## src/rtl/pwm_fifo_pkg.sv

```systemverilog
package pwm_fifo_pkg;
   // byte offsets of the register window
   localparam int OFF_CTRL = 'h00;
   localparam int OFF_STAT = 'h04;
   localparam int OFF_DUTY = 'h0C;
   localparam int OFF_PER  = 'h10;

   // control field positions
   localparam int BIT_EN   = 0;
   localparam int BIT_SWR  = 3;
   localparam int PS_LSB   = 4;
   localparam int PS_MAXW  = 12;
   localparam int SRC_LSB  = 16;
   localparam int SRC_W    = 2;
   localparam int BIT_POL  = 18;
   localparam int MODE_LSB = 22;
   localparam int MODE_W   = 4;

   function automatic logic [31:0] field_mask(input int lsb, input int w);
      logic [31:0] m;
      m = '0;
      for (int i = 0; i < w; i++) m[lsb+i] = 1'b1;
      return m;
   endfunction
endpackage

```

## src/rtl/pwm_sample_fifo.sv

```systemverilog
module pwm_sample_fifo #(
   parameter int W     = 16,
   parameter int DEPTH = 4,
   parameter int CW    = $clog2(DEPTH + 1)
) (
   input  logic          clk,
   input  logic          rst_n,
   input  logic          flush,
   input  logic          push,
   input  logic [W-1:0]  din,
   input  logic          pop,
   output logic [W-1:0]  dout,
   output logic [CW-1:0] level
);
   localparam int AW = (DEPTH > 1) ? $clog2(DEPTH) : 1;

   generate
      if (DEPTH < 1) begin : g_bad_depth
         $error("pwm_sample_fifo: DEPTH must be at least 1");
      end
   endgenerate

   logic [W-1:0]  mem     [DEPTH];
   logic [W-1:0]  shifted [DEPTH];
   logic [CW-1:0] level_q;
   logic          full, empty, do_pop, do_push;
   logic [AW-1:0] wr_idx;

   assign full    = (level_q == CW'(DEPTH));
   assign empty   = (level_q == '0);
   assign do_pop  = pop && !empty;
   assign do_push = push && !full;
   assign wr_idx  = AW'(level_q - CW'(do_pop));

   // value each slot takes when the head leaves
   for (genvar gi = 0; gi < DEPTH; gi++) begin : g_shift
      if (gi < DEPTH - 1) begin : g_mid
         assign shifted[gi] = mem[gi+1];
      end else begin : g_tail
         assign shifted[gi] = '0;
      end
   end

   always_ff @(posedge clk or negedge rst_n) begin
      if (!rst_n) begin
         level_q <= '0;
         for (int i = 0; i < DEPTH; i++) mem[i] <= '0;
      end else if (flush) begin
         level_q <= '0;
      end else begin
         if (do_pop) begin
            for (int i = 0; i < DEPTH; i++) mem[i] <= shifted[i];
         end
         if (do_push) mem[wr_idx] <= din;
         level_q <= level_q + CW'(do_push) - CW'(do_pop);
      end
   end

   assign dout  = mem[0];
   assign level = level_q;

   AST_FIFO_BOUND: assert property (@(posedge clk) disable iff (!rst_n)
      level_q <= CW'(DEPTH));
   AST_FULL_DROP: assert property (@(posedge clk) disable iff (!rst_n)
      (push && full && !pop && !flush) |=> (level_q == CW'(DEPTH)) && $stable(mem[DEPTH-1]));
   AST_FLUSH_EMPTY: assert property (@(posedge clk) disable iff (!rst_n)
      flush |=> (level_q == '0));
endmodule

```

## src/rtl/pwm_timebase.sv

```systemverilog
module pwm_timebase #(
   parameter int CNT_W = 16,
   parameter int PS_W  = 12
) (
   input  logic             clk,
   input  logic             rst_n,
   input  logic             clr,
   input  logic             en,
   input  logic [PS_W-1:0]  prescale,
   input  logic [CNT_W-1:0] period,
   input  logic             fifo_empty,
   input  logic [CNT_W-1:0] fifo_head,
   output logic             pop,
   output logic             running,
   output logic [CNT_W:0]   count,
   output logic [CNT_W-1:0] duty
);
   logic [PS_W-1:0]  pcnt_q;
   logic [CNT_W:0]   cnt_q;
   logic [CNT_W-1:0] duty_q;
   logic             run_q;
   logic [CNT_W:0]   last;
   logic             tick, wrap, start;

   assign last  = {1'b0, period} + 1'b1;
   assign tick  = (pcnt_q >= prescale);
   assign wrap  = (cnt_q >= last);
   assign start = en && !clr && (!run_q || (tick && wrap));
   assign pop   = start && !fifo_empty;

   always_ff @(posedge clk or negedge rst_n) begin
      if (!rst_n) begin
         pcnt_q <= '0;
         cnt_q  <= '0;
         run_q  <= 1'b0;
         duty_q <= '0;
      end else if (clr) begin
         pcnt_q <= '0;
         cnt_q  <= '0;
         run_q  <= 1'b0;
         duty_q <= '0;
      end else begin
         if (!en) begin
            pcnt_q <= '0;
            cnt_q  <= '0;
            run_q  <= 1'b0;
         end else if (!run_q) begin
            run_q <= 1'b1;
         end else if (tick) begin
            pcnt_q <= '0;
            cnt_q  <= wrap ? '0 : cnt_q + 1'b1;
         end else begin
            pcnt_q <= pcnt_q + 1'b1;
         end
         if (pop) duty_q <= fifo_head;
      end
   end

   assign running = run_q;
   assign count   = cnt_q;
   assign duty    = duty_q;

   AST_IDLE_HOLD: assert property (@(posedge clk) disable iff (!rst_n)
      !en |=> (cnt_q == '0) && (pcnt_q == '0));
   AST_CNT_WAIT: assert property (@(posedge clk) disable iff (!rst_n)
      (run_q && en && !clr && !tick) |=> $stable(cnt_q));
   AST_DUTY_HOLD: assert property (@(posedge clk) disable iff (!rst_n)
      (!pop && !clr) |=> $stable(duty_q));
endmodule

```

## src/rtl/pwm_out_stage.sv

```systemverilog
module pwm_out_stage #(
   parameter int CNT_W = 16
) (
   input  logic             en,
   input  logic             running,
   input  logic [CNT_W:0]   count,
   input  logic [CNT_W-1:0] duty,
   input  logic             invert,
   output logic             pwm_o
);
   logic active;
   assign active = en && running && (count < {1'b0, duty});
   assign pwm_o  = active ^ invert;
endmodule

```

## src/rtl/pwm_fifo_ctrl.sv

```systemverilog
module pwm_fifo_ctrl
   import pwm_fifo_pkg::*;
#(
   parameter int ADDR_W     = 5,
   parameter int CNT_W      = 16,
   parameter int PS_W       = 12,
   parameter int FIFO_DEPTH = 4,
   parameter int RST_LEN    = 4
) (
   input  logic              clk,
   input  logic              rst_n,
   input  logic              wr_en,
   input  logic [ADDR_W-1:0] wr_addr,
   input  logic [31:0]       wr_data,
   input  logic [ADDR_W-1:0] rd_addr,
   output logic [31:0]       rd_data,
   output logic              pwm_out
);
   localparam int LVL_W = $clog2(FIFO_DEPTH + 1);
   localparam int RC_W  = $clog2(RST_LEN + 1);
   localparam logic [31:0] CTRL_MASK = field_mask(BIT_EN, 1) | field_mask(PS_LSB, PS_W) |
                                       field_mask(SRC_LSB, SRC_W) | field_mask(BIT_POL, 1) |
                                       field_mask(MODE_LSB, MODE_W);

   generate
      if (CNT_W > 16 || CNT_W < 2) begin : g_bad_cnt
         $error("pwm_fifo_ctrl: CNT_W must be 2..16");
      end
      if (PS_W > PS_MAXW || PS_W < 1) begin : g_bad_ps
         $error("pwm_fifo_ctrl: PS_W must be 1..12");
      end
      if (ADDR_W < 5) begin : g_bad_addr
         $error("pwm_fifo_ctrl: ADDR_W must reach offset 0x10");
      end
      if (FIFO_DEPTH < 1 || FIFO_DEPTH > 7) begin : g_bad_depth
         $error("pwm_fifo_ctrl: FIFO_DEPTH must fit the 3-bit level");
      end
      if (RST_LEN < 1) begin : g_bad_rst
         $error("pwm_fifo_ctrl: RST_LEN must be at least 1");
      end
   endgenerate

   logic [31:0]       ctrl_q;
   logic [CNT_W-1:0]  per_q;
   logic [RC_W-1:0]   rst_cnt_q;
   logic              busy, wr_ok, sel_ctrl, sel_per, sel_duty, swr_req, clr;
   logic              pop, fifo_empty, running;
   logic [CNT_W-1:0]  fifo_head, duty;
   logic [CNT_W:0]    count;
   logic [LVL_W-1:0]  level;

   assign busy     = (rst_cnt_q != '0);
   assign wr_ok    = wr_en && !busy;
   assign sel_ctrl = wr_ok && (wr_addr == ADDR_W'(OFF_CTRL));
   assign sel_per  = wr_ok && (wr_addr == ADDR_W'(OFF_PER));
   assign sel_duty = wr_ok && (wr_addr == ADDR_W'(OFF_DUTY));
   assign swr_req  = sel_ctrl && wr_data[BIT_SWR];
   assign clr      = swr_req || busy;

   always_ff @(posedge clk or negedge rst_n) begin
      if (!rst_n) begin
         ctrl_q    <= '0;
         per_q     <= '0;
         rst_cnt_q <= '0;
      end else if (swr_req) begin
         ctrl_q    <= '0;
         per_q     <= '0;
         rst_cnt_q <= RC_W'(RST_LEN);
      end else if (busy) begin
         rst_cnt_q <= rst_cnt_q - 1'b1;
      end else begin
         if (sel_ctrl) ctrl_q <= wr_data & CTRL_MASK;
         if (sel_per)  per_q  <= wr_data[CNT_W-1:0];
      end
   end

   pwm_sample_fifo #(.W(CNT_W), .DEPTH(FIFO_DEPTH), .CW(LVL_W)) u_fifo (
      .clk   (clk),
      .rst_n (rst_n),
      .flush (clr),
      .push  (sel_duty),
      .din   (wr_data[CNT_W-1:0]),
      .pop   (pop),
      .dout  (fifo_head),
      .level (level)
   );
   assign fifo_empty = (level == '0);

   pwm_timebase #(.CNT_W(CNT_W), .PS_W(PS_W)) u_tb (
      .clk        (clk),
      .rst_n      (rst_n),
      .clr        (clr),
      .en         (ctrl_q[BIT_EN]),
      .prescale   (ctrl_q[PS_LSB +: PS_W]),
      .period     (per_q),
      .fifo_empty (fifo_empty),
      .fifo_head  (fifo_head),
      .pop        (pop),
      .running    (running),
      .count      (count),
      .duty       (duty)
   );

   pwm_out_stage #(.CNT_W(CNT_W)) u_out (
      .en      (ctrl_q[BIT_EN]),
      .running (running),
      .count   (count),
      .duty    (duty),
      .invert  (ctrl_q[BIT_POL]),
      .pwm_o   (pwm_out)
   );

   always_comb begin
      rd_data = '0;
      if (rd_addr == ADDR_W'(OFF_CTRL))      rd_data = ctrl_q | (32'(busy) << BIT_SWR);
      else if (rd_addr == ADDR_W'(OFF_STAT)) rd_data = 32'(level);
      else if (rd_addr == ADDR_W'(OFF_DUTY)) rd_data = 32'(duty);
      else if (rd_addr == ADDR_W'(OFF_PER))  rd_data = 32'(per_q);
   end

   AST_OUT_IDLE: assert property (@(posedge clk) disable iff (!rst_n)
      !ctrl_q[BIT_EN] |-> (pwm_out == ctrl_q[BIT_POL]));
   AST_SWR_CLEARS: assert property (@(posedge clk) disable iff (!rst_n)
      busy |-> (per_q == '0) && (level == '0) && (ctrl_q == '0));
   AST_SWR_SELFCLR: assert property (@(posedge clk) disable iff (!rst_n)
      (rst_cnt_q == RC_W'(1)) |=> !busy);
endmodule

```

## config.mk

```make
export PLATFORM = sky130hd
export DESIGN_NAME = pwm_fifo_ctrl
export DESIGN_NICKNAME = d
export VERILOG_FILES = /design/src/rtl/pwm_fifo_pkg.sv /design/src/rtl/pwm_sample_fifo.sv /design/src/rtl/pwm_timebase.sv /design/src/rtl/pwm_out_stage.sv /design/src/rtl/pwm_fifo_ctrl.sv
export SDC_FILE = /design/constraint.sdc
export NUM_CORES = 1
export LEC_CHECK = 0
export ABC_AREA = 1
export CAP_MARGIN = 5
export CORE_ASPECT_RATIO = 2
export CORE_MARGIN = 2
export CORE_UTILIZATION = 50
export DETAILED_ROUTE_END_ITERATION = 8
export DONT_BUFFER_PORTS = 1
export HOLD_SLACK_MARGIN = 0.1
export PLACE_DENSITY = 0.63
export SYNTH_ARGS = -nofsm -noshare
export SYNTH_HDL_FRONTEND = slang
export SYNTH_SLANG_ARGS = --single-unit
```

## constraint.sdc

```tcl
create_clock -name clk -period 12.19 [get_ports clk]
set_input_delay 0.6095 -clock clk [delete_from_list [all_inputs] [get_ports clk]]
set_output_delay 0.6095 -clock clk [all_outputs]
set_load 0.02 [all_outputs]
```

# Word-level counts from Yosys, hierarchy flattened
# Cells that the tools add are included.
# op_classes
add_sub_neg	7
magnitude_cmp	5
eq_ne	9
mux	32
bitwise_logic	3
n_reduce_logical	32
# ops
operator	n
64-bit 2-to-1 mux	3
16-bit 2-to-1 mux	9
32-bit 2-to-1 mux	4
17-bit 2-to-1 mux	5
64-bit bitwise mux	1
12-bit 2-to-1 mux	4
16-bit demux with 2-bit select	1
32-bit by 4-bit OR with 32-bit output	1
16-bit by 1-bit adder with 17-bit output, second input constant	1
17-bit by 1-bit adder with 17-bit output, second input constant	1
17-bit >= comparator	1
17-bit by 16-bit < comparator with 1-bit output	1
1-bit logical AND	14
12-bit by 1-bit adder with 12-bit output, second input constant	1
12-bit >= comparator	1
5-bit by 4-bit == test with 1-bit output, second input constant	2
5-bit == test, second input constant	2
5-bit logical NOT	2
3-bit 2-to-1 mux	3
2-bit nonzero test	4
3-bit by 1-bit inequality test with 1-bit output, second input constant	2
2-bit AND reduction	3
5-bit by 3-bit == test with 1-bit output, second input constant	1
1-bit logical NOT	5
other kinds (14)	16
# word_totals
ff_bits	164
out_inout_bits	33
wordCells	100

# Depth between registers and ports, before layout
# Gate-level depths: netlist of the first run.
# logic_depth
word_depth	19
ltp_mapped	30
ltp_nobuf	28

# Cells and area by module
# From an unflattened synthesis of the first run, not the netlist that was laid out.
# hier_totals
cells_unflattened	1500
area_unflattened_um2	10471.3
# by_module_without_submodules
mod	n_inst	cells_each	area_per_inst_um2
pwm_sample_fifo	1	640	4237.8
pwm_timebase	1	476	3590.9
pwm_fifo_ctrl	1	294	2130.8
pwm_out_stage	1	90	511.7

# Least setup slack after synthesis of the first run
# OpenSTA, ideal clock, no wires.
# synth_timing
kind	register -> register
from	register per_q[0]
to	register u_fifo.mem[21] in the netlist's numbering
setup_time_ps	116
arrival_time_ps	4353
t_required_ps	12074
path_slack_ps	7721
stages_incl_launch_ff	30
synth_period_minus_slack_ps	4469
cell_sequence	dfrtp_1 > ha_1 > nand3_1 > nor3_1 > nand3_1 > nor3_1 > nand3_1 > nor2_1 > inv_1 > o21ai_0 > nand2_1 > ha_1 > nand4_1 > nor3_1 > nand2_1 > nand2_1 > nand2_1 > nand2_1 > nand2_2 > inv_2 > buf_2 > ha_1 > inv_1 > ha_1 > inv_1 > nor3_4 > buf_2 > a21oi_1 > nand2_1 > nand2_1
# synth_between
elab_chain_cells	15
elab_cells_between_ends	18
# synth_rtl
item	line	text
from (decl)	pwm_fifo_ctrl.sv:44	logic [CNT_W-1:0] per_q;
from (signal assigned)	pwm_fifo_ctrl.sv:73	if (sel_per) per_q <= wr_data[CNT_W-1:0];
16-bit by 1-bit adder with 17-bit output (*)	pwm_timebase.sv:25	assign last = {1'b0, period} + 1'b1;
17-bit >= comparator (*)	pwm_timebase.sv:27	assign wrap = (cnt_q >= last);
1-bit logical AND (*)	pwm_timebase.sv:28	assign start = en && !clr && (!run_q || (tick && wrap));
1-bit logical OR (*)	pwm_timebase.sv:28	
1-bit logical AND (*)	pwm_timebase.sv:28	
1-bit logical AND (*)	pwm_timebase.sv:29	assign pop = start && !fifo_empty;
1-bit logical AND (*)	pwm_sample_fifo.sv:31	assign do_pop = pop && !empty;
2-bit by 1-bit subtractor with 2-bit output	pwm_sample_fifo.sv:33	assign wr_idx = AW'(level_q - CW'(do_pop));
2-bit inverter with 3-bit output (not written as such)	pwm_sample_fifo.sv:54	if (do_push) mem[wr_idx] <= din;
3-bit >= comparator (not written as such) or 3-bit by 1-bit < comparator with 1-bit output (tied branches)	pwm_sample_fifo.sv:54	
1-bit logical AND (not written as such)	pwm_sample_fifo.sv:54	
16-bit 2-to-1 mux (not written as such)	pwm_sample_fifo.sv:54	
16-bit demux with 2-bit select	pwm_sample_fifo.sv:54	
64-bit bitwise mux	pwm_sample_fifo.sv:54	
64-bit 2-to-1 mux (*)	pwm_sample_fifo.sv:54	
to (signal, indexed assignment)	pwm_sample_fifo.sv:54	
to (decl)	pwm_sample_fifo.sv:23	logic [W-1:0] mem [DEPTH];
# Every way passes the cells marked *; elsewhere a longest branch is shown, timed or not. The select of a mux whose other input is x is not followed.
# A chain may end at the register's enable or synchronous reset.

# Worst setup path after layout of the first run
# layout_timing
from	register per_q[1]
to	register u_fifo.mem[28] in the netlist's numbering
# Same word-level chain as after synthesis.

==> impl_results.md, run 1 <==
* Slew @ Worst Pin at 1.057 ns
* Setup TNS at 0 ns
* Post-synth EDFFs at 0
* Synth Area in Adders at between 7 and 8%
* Overall routing resource usage at 25.60%
* Worst Path Required at roughly 13 ns
* Final Max Slew Viols at 0
* FFs w/ async S/R, synth at 100.0%
* DRC viols at 0
* Clock sinks at 152
* Clk Latency, worst-skew pair at between 0.4 and 0.5 ns
* Yosys reg bits at around 150
* Crit path max fanout at around 50
* CP most frequent cell: nand2_1
* Worst reg2reg path depth at 29
* Non-Filler Instances at ~1400
* Final GP Congestion at between 0.8 and 0.9
* Slowest CP cell: nor3_4
* Pleak at slightly above 5 nW
* Synth cell types at 38
* DRT antenna net count at 0
* Clk slew on worst S/H paths at roughly 0.06 ns
* Top-area cell type share of the netlist area at between 40% and 50%
* Starting density of the core at 50.74%
* Yosys warnings at 0
* Seq/Total Area, Yosys at around two fifths
* FILL cells at ~1800
* Routed wire per std cell at roughly 17 um
* Pin count of the biggest net entering global routing at 153
* WL final at ~24000 um
* Core Area at between 15000 and 20000 um2
* Crit-path leading delay family: simple AND/OR/NAND/NOR gates
* Synth Flop Type: dfrtp_1
* CTS tree: yes
* Post-cts gate resize count at 0
* WP data arrival at 6.87 ns
* Clk buf depth at 2
* MaxCap Viol Count at 0
* Die area at a little under 20000 um2
* Gr ovfl total at 0
* Yosys top cell by area: dfrtp_1
* Antenna diodes at 0
* # IOs at between 70 and 80
* Mux cell area share after synthesis at 0%
* Post-synthesis compound-gate area fraction at between 10% and 20%
* Area added between synthesis and finish at 7.046%
* First-pass GRT wire length at slightly below 40000 um
* CTS root buf: clkbuf_16
* Worst path bufs/invs at 6
* Via density at ~5.7
* Pwr per Cell Area at 177.7 nW/um2
* Synth Area per Inst at 7.590 um2
* Initial antenna violation count at 0
* Worst slew margin at between 20% and 30%
* Final Skew at between 0.015 and 0.02 ns
* Pwr Total at between 0.0015 and 0.002 W
* Chip Height at roughly 200 um
* Vias at about 8000
* Layout cell share with drive strength beyond 1 at under 10%
* Minimum clock period at around 6.5 ns
* Status: complete, no violations
* RSZ-0062 raised after global routing: false
* Placed wire-length estimate at roughly 17000 um
* Synth Area in XOR/XNOR at 1.999%
* H-tree Lvls at 4
* Multi-input logic area at roughly 4600 um2
* Nets at 1283
* Worst path depth at 29
* Total CTS buffers at 17
* Fin crit share at a little over half
* Cells after synthesis at around 1200
* Final setup vio count at 0
* Dominant cells by area after synthesis: dfrtp_1 (41%), nand2_1 (13%), nand3_1 (8.9%), ha_1 (7.1%), inv_1 (5.3%)
* Largest family of logic cells by synthesized area: simple AND/OR/NAND/NOR gates
* Dpl cells at 1381
* HP Class: in -> async
* Worst vdd ir at 0.07712 mV
* Critical path class: reg -> reg
* Type of origin of the critical path: register
* Die X-Extent at about 100 um
* DR iter-0 viols at 443
* Final hold violations at 0
* DRT Pass-1 Iters at 5
* Biggest cell delay along the critical path at 0.66 ns
* Crit end category: register
* Register area at approximately 3800 um2
* Post-synthesis simple-gate area fraction at 28.21%
* Synthesized cell area at just over 9000 um2
* Fmax at between 150 and 200 MHz
* Number of port buffers at 0
* Number of global-route vias before repair at 7793
* Row count at 70
[final cells by class]
type                            instances  share of cell area (%)
Tap cell                              216                   2.745
Inverter                              139                   5.299
Timing Repair Buffer                    6                  0.6607
Sequential cell                       152                   38.63
Clock buffer                           21                   4.778
Multi-Input combinational cell        869                   46.65
Clock inverter                         11                   1.245
[what timing repair did]
action	CTS	global route
buffers inserted	0	0
hold endpoints to repair	152	0
setup endpoints to repair	0	0
hold buffers	1	0
[cells by family (layout without fill, tap and decap cells)]
logic type | after synthesis | in the layout
xor gates and xnor gates | 21 | 21
and+or+nand+nor | 588 | 588
DFF | 152 | 152
buffers and inverters | 199 | 177
other | 1 | 9
adders and majority gates | 53 | 53
AOI/OAI and AO/OA | 198 | 198
[power breakdown]
part	switching (W)	internal (W)	total (W)
registers	0.0000651	0.000589	0.000655
clock network	0.000216	0.000317	0.000533
logic	0.000386	0.000176	0.000562
[layout by cell type, fill, tap and decap left out, types with 8 or more instances in the layout]
cell       netlist  routed
dfrtp_1        152     152
o22ai_1         23      23
o21ai_0         62      62
o221ai_1        15      15
nand4_1          9       9
nand2_1        316     315
a21oi_1         79      79
nand3_1        164     164
inv_1          131     131
o21ai_1         10      10
nor2_1          55      55
ha_1            52      52
inv_2            8       8
conb_1           1       9
nor3_1          21      21
clkbuf_16        0      17
xor2_1          17      17
[synthesized netlist by cell type (21+ instances only)]
cell and n:
a21oi_1 79, buf_2 23, dfrtp_1 152, ha_1 52
inv_1 131, nand2_1 316, nand3_1 164, nor2_1 55
nor3_1 21, o21ai_0 62, o22ai_1 23
[per-layer routing]
metal  track usage (%)  up-vias  routed length [um]
met4             13.04        0                 988
met5                 0        -                   0
met3             3.741       64                 841
li1                  -     3938                   -
met1             28.96     3827                9137
met2             45.95      199               12970
[stage by stage]
| stage | util, % | hold WS (ns) | instance area [um2] | setup slack [ns] |
|---|---|---|---|---|
| after CTS | 54.31 | 0.2409 | 9847 | 5.696 |
| after floorplan | - | 0.3139 | 9229 | 7.721 |
| after detailed placement | 50.89 | 0.3198 | 9226 | 5.713 |
| final | 54.31 | 0.08559 | 9847 | 5.686 |
| after global routing | 54.31 | 0.2356 | 9847 | 5.326 |
| after global placement | 50.89 | 0.3189 | 9226 | 5.784 |
[worst reg2reg max path, delay by kind of cell (launching register included)]
family	cells	cell delay, ns
buf+inv	6	1.35
flops	1	0.36
fa+ha+maj	4	1.16
compound gates	1	0.14
simple gates	18	3.41
[path summary, 6_finish.rpt]
check | start | end | slack [ns]
setup reg to reg | per_q[1]$_DFFE_PN0P_ | u_fifo.mem[28]$_DFFE_PN0P_ | 5.69
setup / recovery | per_q[1]$_DFFE_PN0P_ | u_fifo.mem[28]$_DFFE_PN0P_ | 5.69
hold / removal | rst_n | ctrl_q[24]$_DFFE_PN0P_ | 0.09
max in group asynchronous | rst_n | u_fifo.dout[9]$_DFFE_PN0P_ | 11.34
min in group clk | wr_data[12] | per_q[12]$_DFFE_PN0P_ | 0.33
hold reg to reg | u_fifo.mem[24]$_DFFE_PN0P_ | u_fifo.mem[24]$_DFFE_PN0P_ | 0.51
[sequential cells by signal (all words and copies together) (netlist names)]
signal / count
u_fifo.level: 3
per_q: 16
u_fifo.dout: 16
u_tb.count: 17
rst_cnt_q: 3
u_fifo.mem: 48
ctrl_q: 20
u_tb.pcnt_q: 12
u_tb.duty: 16
u_tb.running: 1
(Power assumes the default switching activity.)
==> run 2, diff against run 1 <==
PLACE_DENSITY = 0.66   (was 0.63)
clock period = 5.6 ns   (was 12.19 ns; I/O delays follow)
==> run 2 against run 1 <==
Net effect:
- flip-flop and latch count unchanged
- sequential power up 120%
- cell area up 1.4%
- non-clock buffer count up 23
- clock skew down 0.0082 ns
- count of clock-buffer cells in the layout up 4
- register-to-register slack worse by 5.2 ns
- first-iteration DRC count down 16%
- combinational power up 120%
- routed wire length up 0.47%
- sequential share of layout area down 0.54 points
- worst hold slack better by 0.025 ns
- critical endpoint is now u_fifo.mem[29]$_DFFE_PN0P_
- largest power group unchanged
- highest routed layer unchanged
==> impl_results.md, run 2 (same netlist as run 1, synthesis figures left out) <==
* Status: complete, no violations
* Internal reg-to-reg setup slack at around 0.46 ns
* HP Start: wr_data[10]
* Antenna diodes at 0
* Worst path bufs/invs at 5
* First-pass GRT wire length at roughly 40000 um
* Core Area at approximately 18000 um2
* Area added between synthesis and finish at 8.569%
* H-tree Lvls at 4
* Commonest non-fill, non-tap cell in the layout: nand2_1
* Clock sinks at ~150
* RSZ-0062 raised after global routing: false
* Max FFs per register at 48
* Placed wire-length estimate at between 15000 and 20000 um
* Worst slew margin at 30.80%
* Min-Delay Endpoint: ctrl_q[10]$_DFFE_PN0P_
* Critical path class: reg -> reg
* End of the worst register-to-register path: u_fifo.mem[29]$_DFFE_PN0P_
* Final Max Slew Viols at 0
* WP data arrival at around 5.5 ns
* Starting density of the core at approximately half
* Crit path max fanout at 10
* Initial antenna violation count at 0
* CP most frequent cell: nand2_1
* DRT Pass-1 Iters at 5
* DRT antenna net count at 0
* Worst reg2reg path depth at 28
* Commonest cells after routing, fill and taps aside: nand2_1 (315), nand3_1 (164), dfrtp_1 (152)
* Row count at 70
* Worst path depth at 28
* Minimum clock period at around 5.1 ns
* Total CTS buffers at 17
* Gr ovfl total at 0
* Number of port buffers at 0
* Final GP Congestion at between 0.8 and 0.9
* MaxCap Viol Count at 0
* Number of global-route vias before repair at about 8000
* Clk slew on worst S/H paths at ~0.060 ns
* Pin count of the biggest net entering global routing at between 150 and 200
* DR iter-0 viols at between 300 and 400
* Reg2reg start: per_q[0]$_DFFE_PN0P_
* Die area at around 20000 um2
* Hold Path Depth at 2
* WL final at about 24000 um
* Routed wire per std cell at around 17 um
* Layout cell share with drive strength beyond 1 at between 5 and 6%
* Nets at roughly 1300
* DRC viols at 0
* Crit end category: register
* Final hold violations at 0
* Via density at roughly 5.6
* # IOs at 78
* Setup TNS at 0 ns
* Clk Latency, worst-skew pair at approximately 0.43 ns
* Biggest cell delay along the critical path at around 0.41 ns
* Crit-path leading delay family: simple AND/OR/NAND/NOR gates
* Chip Height at roughly 200 um
* Slew @ Worst Pin at 1.034 ns
* Worst Path Required at ~5.9 ns
* Clk buf depth at 2
* Fmax at approximately 190 MHz
* Die X-Extent at around 100 um
* Vias at approximately 8100
* CTS tree: yes
* Final Skew at between 0.008 and 0.009 ns
* Pleak at between 5 and 6 nW
* Fin util at 55.09%
* Final setup vio count at 0
* Slowest CP cell: ha_1
* Fin crit share at 91.77%
* HP Class: in -> reg
* CTS root buf: clkbuf_16
* Type of origin of the critical path: register
* Pwr per Cell Area at approximately 370 nW/um2
* Overall routing resource usage at about 26%
* Worst vdd ir at 0.1840 mV
* Largest Register: u_fifo.mem
## run 2: layout make-up
type	count	area [um2]
clock inverter	4	20.02
multi-input combinational	869	4598
sequential	152	3804
fill	1735	8143
inverter	139	521.8
clock buffer	25	495.5
timing repair buffer	29	277.8
tap	216	270.3
## run 2: layer usage
metal | part of all wire (%) | track usage, %
met2 | 54 | 45.57
met3 | 2.8 | 3.563
met1 | 39 | 29.95
met5 | 0 | 0
met4 | 4.2 | 13.14
## run 2: worst max path at each step
stage / from / to / slack [ns]
after global placement: per_q[0]$_DFFE_PN0P_ / u_fifo.mem[29]$_DFFE_PN0P_ / 0.40
after floorplan: per_q[0]$_DFFE_PN0P_ / u_fifo.mem[21]$_DFFE_PN0P_ / 1.13
after global routing: per_q[0]$_DFFE_PN0P_ / u_fifo.mem[29]$_DFFE_PN0P_ / 0.04
final: per_q[0]$_DFFE_PN0P_ / u_fifo.mem[29]$_DFFE_PN0P_ / 0.46
after CTS: per_q[0]$_DFFE_PN0P_ / u_fifo.mem[29]$_DFFE_PN0P_ / 0.26
after detailed placement: per_q[0]$_DFFE_PN0P_ / u_fifo.mem[29]$_DFFE_PN0P_ / 0.29
## run 2: worst reg2reg max path, delay by kind of cell, from the launching register on
kind	cells	cell delay, ns
AOI/OAI and AO/OA	2	0.26
DFF	1	0.35
and+or+nand+nor	17	2.75
buffers and inverters	5	0.58
adders and majority gates	4	1.10
## run 2: where the power goes
group	switching [W]	internal, W
Clock	0.000447	0.000603
Sequential	0.000137	0.00128
Combinational	0.000855	0.000390
Total	0.00144	0.00228
## run 2: stage by stage
step	cells	hold slack, ns	total power, W	setup slack (ns)	area, um2
final	1434	0.1102	0.003715	0.4607	9987
after global placement	1388	-0.01044	0.002600	0.3962	9279
after CTS	1434	0.1042	0.003729	0.2623	9982
after detailed placement	1388	-0.009696	0.002640	0.2883	9279
after global routing	1434	0.1319	0.003969	0.04045	9987
after floorplan	1220	-0.01559	0.002356	1.131	9229
## run 2: what timing repair did
action / CTS / global route
setup endpoints to repair: 0 / 31
buffers inserted: 0 / 0
endpoints found under the hold margin: 171 / 0
resized for setup: 0 / 1
hold buffers: 17 / 0
